`src/rtl/pixdiv_pkg.sv`:
```
package pixdiv_pkg;
  typedef enum logic [1:0] {
    RATE_DIV1 = 2'd0,
    RATE_DIV2 = 2'd1,
    RATE_DIV3 = 2'd2,
    RATE_TWO3 = 2'd3
  } rate_e;

  typedef struct packed {
    logic wrap;
    logic levelHigh;
    logic periodBegin;
  } dpStrobes_t;
endpackage

```
`src/rtl/pixdiv_ctrl.sv`:
```
module pixdiv_ctrl
  import pixdiv_pkg::*;
#(
  parameter int CNT_W = 3
) (
  input  logic [CNT_W-1:0] cnt,
  input  rate_e            mode,
  output dpStrobes_t       strb
);
  localparam logic [CNT_W-1:0] LAST_DIV1 = CNT_W'(1);
  localparam logic [CNT_W-1:0] LAST_DIV2 = CNT_W'(3);
  localparam logic [CNT_W-1:0] LAST_DIV3 = CNT_W'(5);
  localparam logic [CNT_W-1:0] LAST_TWO3 = CNT_W'(5);
  localparam logic [CNT_W-1:0] HALF_TWO3 = CNT_W'(3);

  logic [CNT_W-1:0] lastCnt;

  always_comb begin
    unique case (mode)
      RATE_DIV1: lastCnt = LAST_DIV1;
      RATE_DIV2: lastCnt = LAST_DIV2;
      RATE_DIV3: lastCnt = LAST_DIV3;
      default:   lastCnt = LAST_TWO3;
    endcase
  end

  always_comb begin
    strb.wrap = (cnt == lastCnt);
    unique case (mode)
      RATE_DIV1: strb.levelHigh = (cnt == '0);
      RATE_DIV2: strb.levelHigh = (cnt < CNT_W'(2));
      RATE_DIV3: strb.levelHigh = (cnt < CNT_W'(3));
      default:   strb.levelHigh = (cnt == '0) || (cnt == HALF_TWO3);
    endcase
    strb.periodBegin = (cnt == '0) || ((mode == RATE_TWO3) && (cnt == HALF_TWO3));
  end
endmodule

```
`src/rtl/pixdiv_dp.sv`:
```
module pixdiv_dp
  import pixdiv_pkg::*;
#(
  parameter int CNT_W = 3
) (
  input  logic             refClk,
  input  logic             rst,
  input  logic [1:0]       rateSel,
  input  dpStrobes_t       strb,
  output logic [CNT_W-1:0] cnt,
  output rate_e            mode,
  output logic             pixClk,
  output logic             periodStart,
  output logic             windowEnd
);
  always_ff @(posedge refClk) begin
    if (rst) begin
      cnt         <= '0;
      mode        <= RATE_DIV1;
      pixClk      <= 1'b0;
      periodStart <= 1'b0;
      windowEnd   <= 1'b0;
    end else begin
      pixClk      <= strb.levelHigh;
      periodStart <= strb.periodBegin;
      windowEnd   <= strb.wrap;
      if (strb.wrap) begin
        cnt  <= '0;
        mode <= rate_e'(rateSel);
      end else begin
        cnt <= cnt + CNT_W'(1);
      end
    end
  end

  // Rate may change only at a window boundary
  assert_mode_hold_R6: assert property (@(posedge refClk) disable iff (rst)
    !strb.wrap |=> $stable(mode));

  assert_start_high_R7: assert property (@(posedge refClk) disable iff (rst)
    periodStart |-> pixClk);

  assert_rise_is_start_R7: assert property (@(posedge refClk) disable iff (rst)
    $rose(pixClk) |-> periodStart);

  assert_end_low_R8: assert property (@(posedge refClk) disable iff (rst)
    windowEnd |-> !pixClk);

  assert_end_then_start_R8: assert property (@(posedge refClk) disable iff (rst)
    windowEnd |=> periodStart);
endmodule

```
`src/rtl/pixclk_divider.sv`:
```
module pixclk_divider
  import pixdiv_pkg::*;
#(
  parameter int CNT_W = 3
) (
  input  logic       refClk,
  input  logic       rst,
  input  logic [1:0] rateSel,
  output logic       pixClk,
  output logic       periodStart,
  output logic       windowEnd
);
  logic [CNT_W-1:0] cnt;
  rate_e            mode;
  dpStrobes_t       strb;

  pixdiv_ctrl #(.CNT_W(CNT_W)) i_ctrl (
    .cnt  (cnt),
    .mode (mode),
    .strb (strb)
  );

  pixdiv_dp #(.CNT_W(CNT_W)) i_dp (
    .refClk      (refClk),
    .rst         (rst),
    .rateSel     (rateSel),
    .strb        (strb),
    .cnt         (cnt),
    .mode        (mode),
    .pixClk      (pixClk),
    .periodStart (periodStart),
    .windowEnd   (windowEnd)
  );
endmodule

```
`config.mk`:
```
export PLATFORM = sky130hd
export DESIGN_NAME = pixclk_divider
export DESIGN_NICKNAME = d
export VERILOG_FILES = /design/src/rtl/pixdiv_pkg.sv /design/src/rtl/pixdiv_ctrl.sv /design/src/rtl/pixdiv_dp.sv /design/src/rtl/pixclk_divider.sv
export SDC_FILE = /design/constraint.sdc
export NUM_CORES = 1
export LEC_CHECK = 0
export CORE_AREA = 8 8 45 47
export CTS_CLUSTER_DIAMETER = 120
export DETAILED_ROUTE_END_ITERATION = 6
export DIE_AREA = 0 0 53 55
export SYNTH_ARGS = -nofsm -noshare
export SYNTH_HDL_FRONTEND = slang
export SYNTH_SLANG_ARGS = --single-unit
```
`constraint.sdc`:
```
create_clock -name refClk -period 1.54 [get_ports refClk]
set_input_delay 0.154 -clock refClk [delete_from_list [all_inputs] [get_ports refClk]]
set_output_delay 0.154 -clock refClk [all_outputs]
set_load 0.02 [all_outputs]
```
==> key figures, run 1 <==
Status
  • Status: completed

Logic synthesis
  • Synth Flop Type: dfxtp_1
  • Synth async-reset ratio: 0%
  • Yosys warnings: 0
  • Synth Area in Compound Gates: 15.6%
  • Top-count cell post-synth: dfxtp_1
  • Post-synthesis mux area share: 2.72%
  • Largest area contributor in the netlist: dfxtp_1
  • Simple-gate share of the synthesized area: 21.4%
  • Post-synth EDFFs: 0
  • Mapped cell area: 368 um^2
  • Largest family of logic cells by synthesized area: simple AND/OR/NAND/NOR gates
  • Mapped Nets: 44
  • Sequential-to-total area share from yosys stat: 43.5%
  • Post-synthesis xor/xnor area fraction: 2.38%
  • Top post-synthesis cells by area: dfxtp_1 44%, ha_1 10%, a31o_4 4.8%, inv_1 4.1%, nor3b_2 3.4%
  • Post-synthesis cell type count: 21
  • FF+latch count, synth: 8
  • Synth top area share: a little over two fifths
  • Commonest cells post-synth: 8 x dfxtp_1, 4 x inv_1, 3 x ha_1, 3 x nand2_1
  • Mean Syn Cell Area: between 9 and 10 um^2
  • Post-Synth Adder-Cell Area: 10.2%
  • Cells after synthesis: 37

STA
  • Final hold viol count: 0
  • Final Skew: 0.00450 ns
  • WHS: around 0.46 ns
  • Highest Clock Rate: 770 MHz
  • Worst Tran Pin Value: between 0.2 and 0.25 ns
  • Fin Setup TNS: 0 ns
  • Worst Setup Slack, final: about 0.24 ns
  • Slew Limit Headroom: 84.2%
  • Final slew viol count: 0
  • Minimum clock period: ~1.3 ns
  • Tcrit/Tclk final: between 80% and 90%
  • Final setup vio count: 0
  • RSZ-0062 raised after global routing: false

Pwr
  • P_sw: about 0.13 mW
  • Logic pwr share: 19.8%
  • Internal power: ~0.37 mW
  • Clock power frac: 31.4%
  • P_leak: roughly 0.2 nW
  • Sequential power share: 48.8%
  • Sw frac: roughly a quarter
  • Tot Pwr: 0.502 mW
  • PwrDens: approximately 1000 mW/mm^2
  • Worst VDD drop: around 0.33 mV

Hold path
  • Worst hold path type: primary input to register
  • Hold wc startpoint: rateSel[0]
  • WHS Endpoint: i_dp.mode[0]
  • Hold depth: 3

Global route
  • Initial antenna violation count: 0
  • Largest net degree at the start of global routing: 9
  • GR Util All Layers: 5.97%
  • First-pass GRT wire length: 1260 um
  • Gr ovfl total: 0
  • Vias in the first global route: 301

Finish
  • Ant diodes: 0
  • Seq. cell area: 160 um^2
  • Count of nets after finishing: 56
  • Syn-to-layout area delta: 29.9%
  • Post-Route Utilization: 34.5%
  • Share of cells above drive strength 1: 12.8%
  • Area of the multi-input gates: 193 um^2
  • Filler cells: approximately 150

Floorplan
  • Initial Utilization: 26.6%
  • Core area: 0.00138 mm^2
  • # rows: 14
  • Die Height: about 55 um
  • # IOs: 7
  • Die width: 53 um
  • Die area: 0.00292 mm^2

Critical path
  • Reg-to-Reg End: i_dp.pixClk
  • Setup crit start kind: register
  • Reg2Reg Depth: 5
  • CP max FO: 1
  • CP bufs+invs: 1
  • CP arrival: ~1.2 ns
  • Worst R2R Start: i_dp.cnt[0]
  • Required time of the critical path: 1.39 ns
  • Kind of critical path: register to output pin
  • Worst R2R Setup Slack: 0.25 ns
  • CP top delay family: buffers and inverters
  • Critical path endpoint category: output pin
  • CP max stage cell: clkdlybuf4s50_1
  • CP max stage delay: 0.60 ns
  • Crit path cell chain: clkdlybuf4s50_1

Placed design
  • GP Congestion: 0.672
  • Post-Place Setup Slack: approximately 0.26 ns
  • HPWL Detailed: around 540 um
  • Count of buffers from port buffering: 6

Drt
  • Detailed-route DRC error count: 0
  • Via-to-Cell Ratio: 4.48
  • Routed WL: 688 um
  • Drt wl/cell: 10.9 um
  • Initial DRC count: 10
  • Detail Route Antenna Nets: 0
  • Drt pass-1 iters: 2
  • Via count: 282

Clock network
  • Post-CTS setup buffers: 0
  • Post-cts sizing count: 0
  • Clock Tree Buf Depth: 2
  • Num CTS Buffers: 3
  • CTS tree: yes
  • Clk sinks: 8
  • Post-CTS Hold Buffers: 0
  • Clock Latency Late Sink: 0.25 ns
  • Htree depth: 1
  • CTS clk-pin slew, worst paths: 0.06 ns
  • Clock root cell: clkbuf_4

Run
  • Max-Cap Viols: 0
## registers in the layout, summed over array words and instances (netlist names)
signal	cells
i_dp.cnt	3
i_dp.mode	2
i_dp.periodStart	1
i_dp.pixClk	1
i_dp.windowEnd	1
## routing by layer
layer / wire [um] / global-route usage (%)
met1: 331 / 6.43
met2: 336 / 9.57
met3: 20 / 2.41
met4: 0 / 3.88
met5: 0 / 0
## worst reg2reg max path: stages (launching register included)
cell and delay (ns):
dfxtp_1 0.43, ha_1 0.19, ha_1 0.15, nand3b_1 0.10, o21ai_0 0.07, a221oi_1 0.25
## stage by stage
step / instance area [um^2] / std cells
after floorplan: 368 / 37
after global placement: 455 / 60
after detailed placement: 455 / 60
after CTS: 478 / 63
after global routing: 478 / 63
final: 478 / 63
## worst max-delay path by stage
stage | start | end | slack, ns | depth (start not counted)
6_report | i_dp.windowEnd | windowEnd | 0.24 | 1
5_1_grt | i_dp.cnt[0] | i_dp.pixClk | 0.10 | 5
4_1_cts | i_dp.windowEnd | windowEnd | 0.23 | 1
3_5_place_dp | i_dp.cnt[0] | i_dp.pixClk | 0.26 | 5
3_3_place_gp | i_dp.cnt[0] | i_dp.pixClk | 0.30 | 5
2_1_floorplan | i_dp.cnt[0] | i_dp.pixClk | 0.37 | 5
## cells in the final DEF (no fill, tap or decap), drive strengths merged
master,Yosys,routed
and4b,1,1
a221oi,1,1
and2,1,1
dfxtp,8,8
clkbuf,0,3
nand3b,1,1
inv,4,4
nand2b,1,1
nand3,1,1
buf,0,1
nor3b,2,2
a21oi,1,1
nor2,2,2
nand2,3,3
o21ai,2,2
xnor2,1,1
a31o,2,2
mux2i,1,1
ha,3,3
a22oi,1,1
clkdlybuf4s50,0,6
nor3,1,1
## cell families after synthesis
family / Yosys count
simple gates: 13
flops: 8
xor+xnor: 1
buf+inv: 4
compound gates: 7
mux: 1
fa+ha+maj: 3
## power by group through the flow
stage                     sequential (mW)  combinational [mW]  clock, mW
final                               0.245              0.0994      0.157
after global routing                0.249               0.111      0.183
after CTS                           0.245               0.101      0.164
after detailed placement            0.250               0.101          0
after global placement              0.248              0.0996          0
after floorplan                     0.256              0.0528          0
## area by class of cell
type / count / area share, %
flip-flops and latches: 8 / 33.5
clock buffers: 3 / 4.71
well taps: 16 / 4.19
inverters: 4 / 3.14
multi-input cells: 25 / 40.3
repair buffers: 7 / 14.1
Power figures use the tool's default switching activity.
==> inputs of run 2 (changes only) <==
clock period = 1.29 ns   (was 1.54 ns; I/O delays follow)
==> run 2 against run 1 <==
Net effect:
- core utilization rose by 1.5 points
- die area did not move
- worst hold slack improved by 0.0043 ns
- clock skew rose by 0.0072 ns
- final area rose by 4.5%
- clock-buffer cell count did not move
- worst setup slack got worse by 0.12 ns
- critical endpoint is now i_dp.pixClk
==> key figures, run 2 (synthesis gave the netlist of run 1 again) <==
STA
  • RSZ-0062 raised after global routing: false
  • Final hold viol count: 0 (unchanged)
  • Fin Setup TNS: 0 ns (unchanged)
  • Minimum clock period: 1.17 ns
  • Slew Limit Headroom: 85.7% (+1.4 points)
  • Final setup vio count: 0 (unchanged)
  • Tcrit/Tclk final: about 90%
  • Final Skew: 0.0117 ns (+0.00716 ns)
  • Highest Clock Rate: 856 MHz
  • Worst Tran Pin Value: 0.215 ns (-0.0213 ns)
  • Final slew viol count: 0 (unchanged)

Critical path
  • Worst R2R Setup Slack: 0.12 ns (-0.13 ns)
  • Required time of the critical path: 1.46 ns (+0.07 ns)
  • Setup crit start kind: register
  • CP max stage cell: dfxtp_2
  • Worst R2R Start: i_dp.cnt[0]
  • Reg-to-Reg End: i_dp.pixClk
  • CP max FO: 5 (+4)
  • Critical path endpoint category: register
  • Worst path most repeated cell: ha_1
  • Crit path cell chain: ha_1 -> ha_1 -> nand3b_1 -> o21ai_0 -> a221oi_1
  • Kind of critical path: register to register
  • Reg2Reg Depth: 5 (unchanged)
  • CP arrival: 1.33 ns (+0.18 ns)
  • CP max stage delay: 0.36 ns (-0.24 ns)

Floorplan
  • Initial Utilization: 26.6% (unchanged)
  • # rows: 14 (unchanged)
  • Core area: 0.00138 mm^2 (unchanged)
  • Die area: 0.00292 mm^2 (unchanged)
  • Die width: 53 um (unchanged)
  • Die Height: 55 um (unchanged)
  • # IOs: 7 (unchanged)

Pwr
  • Sequential power share: 46.7% (-2.1 points)
  • P_sw: 0.164 mW (+25%)
  • Logic pwr share: 21.3% (+1.5 points)
  • P_leak: 0.224 nW (+13%)
  • Sw frac: 26.9% (+0.75 points)
  • Internal power: 0.447 mW (+21%)
  • Clock power frac: 32.0% (+0.6 points)
  • Tot Pwr: 0.611 mW (+22%)
  • Worst VDD drop: 0.379 mV (+14%)
  • PwrDens: 1220 mW/mm^2 (+17%)

Drt
  • Detail Route Antenna Nets: 0 (unchanged)
  • Initial DRC count: 2 (-8)
  • Drt pass-1 iters: 2 (unchanged)
  • Drt wl/cell: 10.8 um (-0.80%)
  • Detailed-route DRC error count: 0 (unchanged)
  • Routed WL: 715 um (+3.9%)
  • Via count: 297 (+5.3%)
  • Via-to-Cell Ratio: 4.50 (+0.53%)

Global route
  • GR Util All Layers: 5.91% (-0.058 points)
  • First-pass GRT wire length: 1180 um (-6.1%)
  • Met1 usage: 5.20% (-1.2 points)
  • Largest net degree at the start of global routing: 7 (-2)
  • Met3 usage: 1.60% (-0.80 points)
  • Global-route track usage on met2: 9.77% (+0.20 points)
  • Vias in the first global route: 321 (+6.6%)
  • Grt peak-use layer: met2
  • Initial antenna violation count: 0 (unchanged)
  • Gr ovfl total: 0 (unchanged)

Finish
  • Final instance area: 499 um^2 (+4.5%)
  • Largest regs: i_dp.cnt: 3 flops, i_dp.mode: 2 flops
  • Ant diodes: 0 (unchanged)
  • Post-Route Utilization: 36.1% (+1.5 points)
  • Commonest non-fill, non-tap cell in the layout: dfxtp_1
  • Most frequent cells in the layout: 6 x dfxtp_1, 4 x inv_1, 4 x buf_4
  • Fin cells: 66 (+4.8%)
  • Biggest register: i_dp.cnt
  • Max FFs per register: 3 (unchanged)
  • Share of cells above drive strength 1: 22.0% (+9.2 points)
  • Syn-to-layout area delta: 35.7%
  • Count of nets after finishing: 59 (+5.4%)

Hold path
  • WHS Endpoint: i_dp.mode[0]
  • Worst hold path type: primary input to register
  • Hold wc startpoint: rateSel[0]
  • Hold depth: 3 (unchanged)

Clock network
  • CTS tree: yes
  • Post-CTS Hold Buffers: 0 (unchanged)
  • Clock Latency Late Sink: 0.26 ns (about the same)
  • Post-CTS setup buffers: 0 (unchanged)
  • Clk sinks: 8 (unchanged)
  • Htree depth: 1 (unchanged)
  • Clock Tree Buf Depth: 2 (unchanged)
  • Clock root cell: clkbuf_4
  • CTS clk-pin slew, worst paths: 0.06 ns (about the same)
  • Num CTS Buffers: 3 (unchanged)

Run
  • Max-Cap Viols: 0 (unchanged)

Placed design
  • Placed cells: 63 (+5.0%)
  • Placed standard-cell area: 478 um^2 (+4.9%)
  • GP Congestion: 0.690 (+2.7%)
  • HPWL Detailed: 565 um (+4.3%)
  • Count of buffers from port buffering: 6 (unchanged)

Status
  • Status: completed
-- run 2: cell count changes in the layout (fill, tap and decap cells not counted) --
| cell | previous run | this run |
|---|---|---|
| buf_4 | 1 | 4 |
| dlygate4sd2_1 | 0 | 3 |
| clkdlybuf4s50_1 | 6 | 3 |
| dfxtp_2 | 0 | 2 |
| dfxtp_1 | 8 | 6 |
-- run 2: metrics by stage --
step                      hold WS (ns)  setup slack [ns]
after floorplan                  0.196             0.124
after global placement           0.596            0.0800
after detailed placement         0.603            0.0385
after CTS                        0.439            0.0268
after global routing             0.489            0.0226
final                            0.462             0.122
-- run 2: worst max-delay path: cells and delay by family (launching register included) --
family,cells,cell delay (ns)
adders and majority gates,2,0.30
and+or+nand+nor,1,0.10
DFF,1,0.36
AOI/OAI and AO/OA,2,0.31
-- run 2: worst max-delay path by stage --
stage               slack, ns   startpoint     endpoint  cells after the start
finish                   0.12  i_dp.cnt[0]  i_dp.pixClk                      5
global route             0.02  i_dp.cnt[0]  i_dp.pixClk                      5
CTS                      0.03  i_dp.cnt[0]  i_dp.pixClk                      5
detailed placement       0.04  i_dp.cnt[0]  i_dp.pixClk                      5
global placement         0.08  i_dp.cnt[0]  i_dp.pixClk                      5
floorplan                0.12  i_dp.cnt[0]  i_dp.pixClk                      5
-- run 2: power by group through the flow --
stage | clock network [mW] | logic, mW | registers, mW
finish | 0.196 | 0.130 | 0.285
floorplan | 0 | 0.0630 | 0.306
CTS | 0.204 | 0.132 | 0.284
detailed placement | 0 | 0.139 | 0.290
global route | 0.220 | 0.144 | 0.289
global placement | 0 | 0.136 | 0.290
-- run 2: routing by layer --
layer / share of wire [%] / wire (um)
met2: 49 / 351
met4: 2.7 / 19
met1: 43 / 310
met5: 0 / 0
met3: 4.6 / 33
-- run 2: repair_timing --
action | in CTS | in global routing
cloned | 0 | 0
pin swaps | 0 | 1
resized for setup | 3 | 2
setup endpoints to repair | 3 | 1
-- run 2: layout make-up --
cell class                      count  area, um^2
Inverter                            4        15.0
Clock buffer                        3        22.5
Timing Repair Buffer               10        86.3
Sequential cell                     8         163
Tap cell                           16        20.0
Fill cell                         146         885
Multi-Input combinational cell     25         193
==> inputs of run 3 (changes only) <==
GPL_ROUTABILITY_DRIVEN = 0   (was unset)
==> results of run 3 <==
No change in the layout: final DEF, timing and power equal those of run 2.
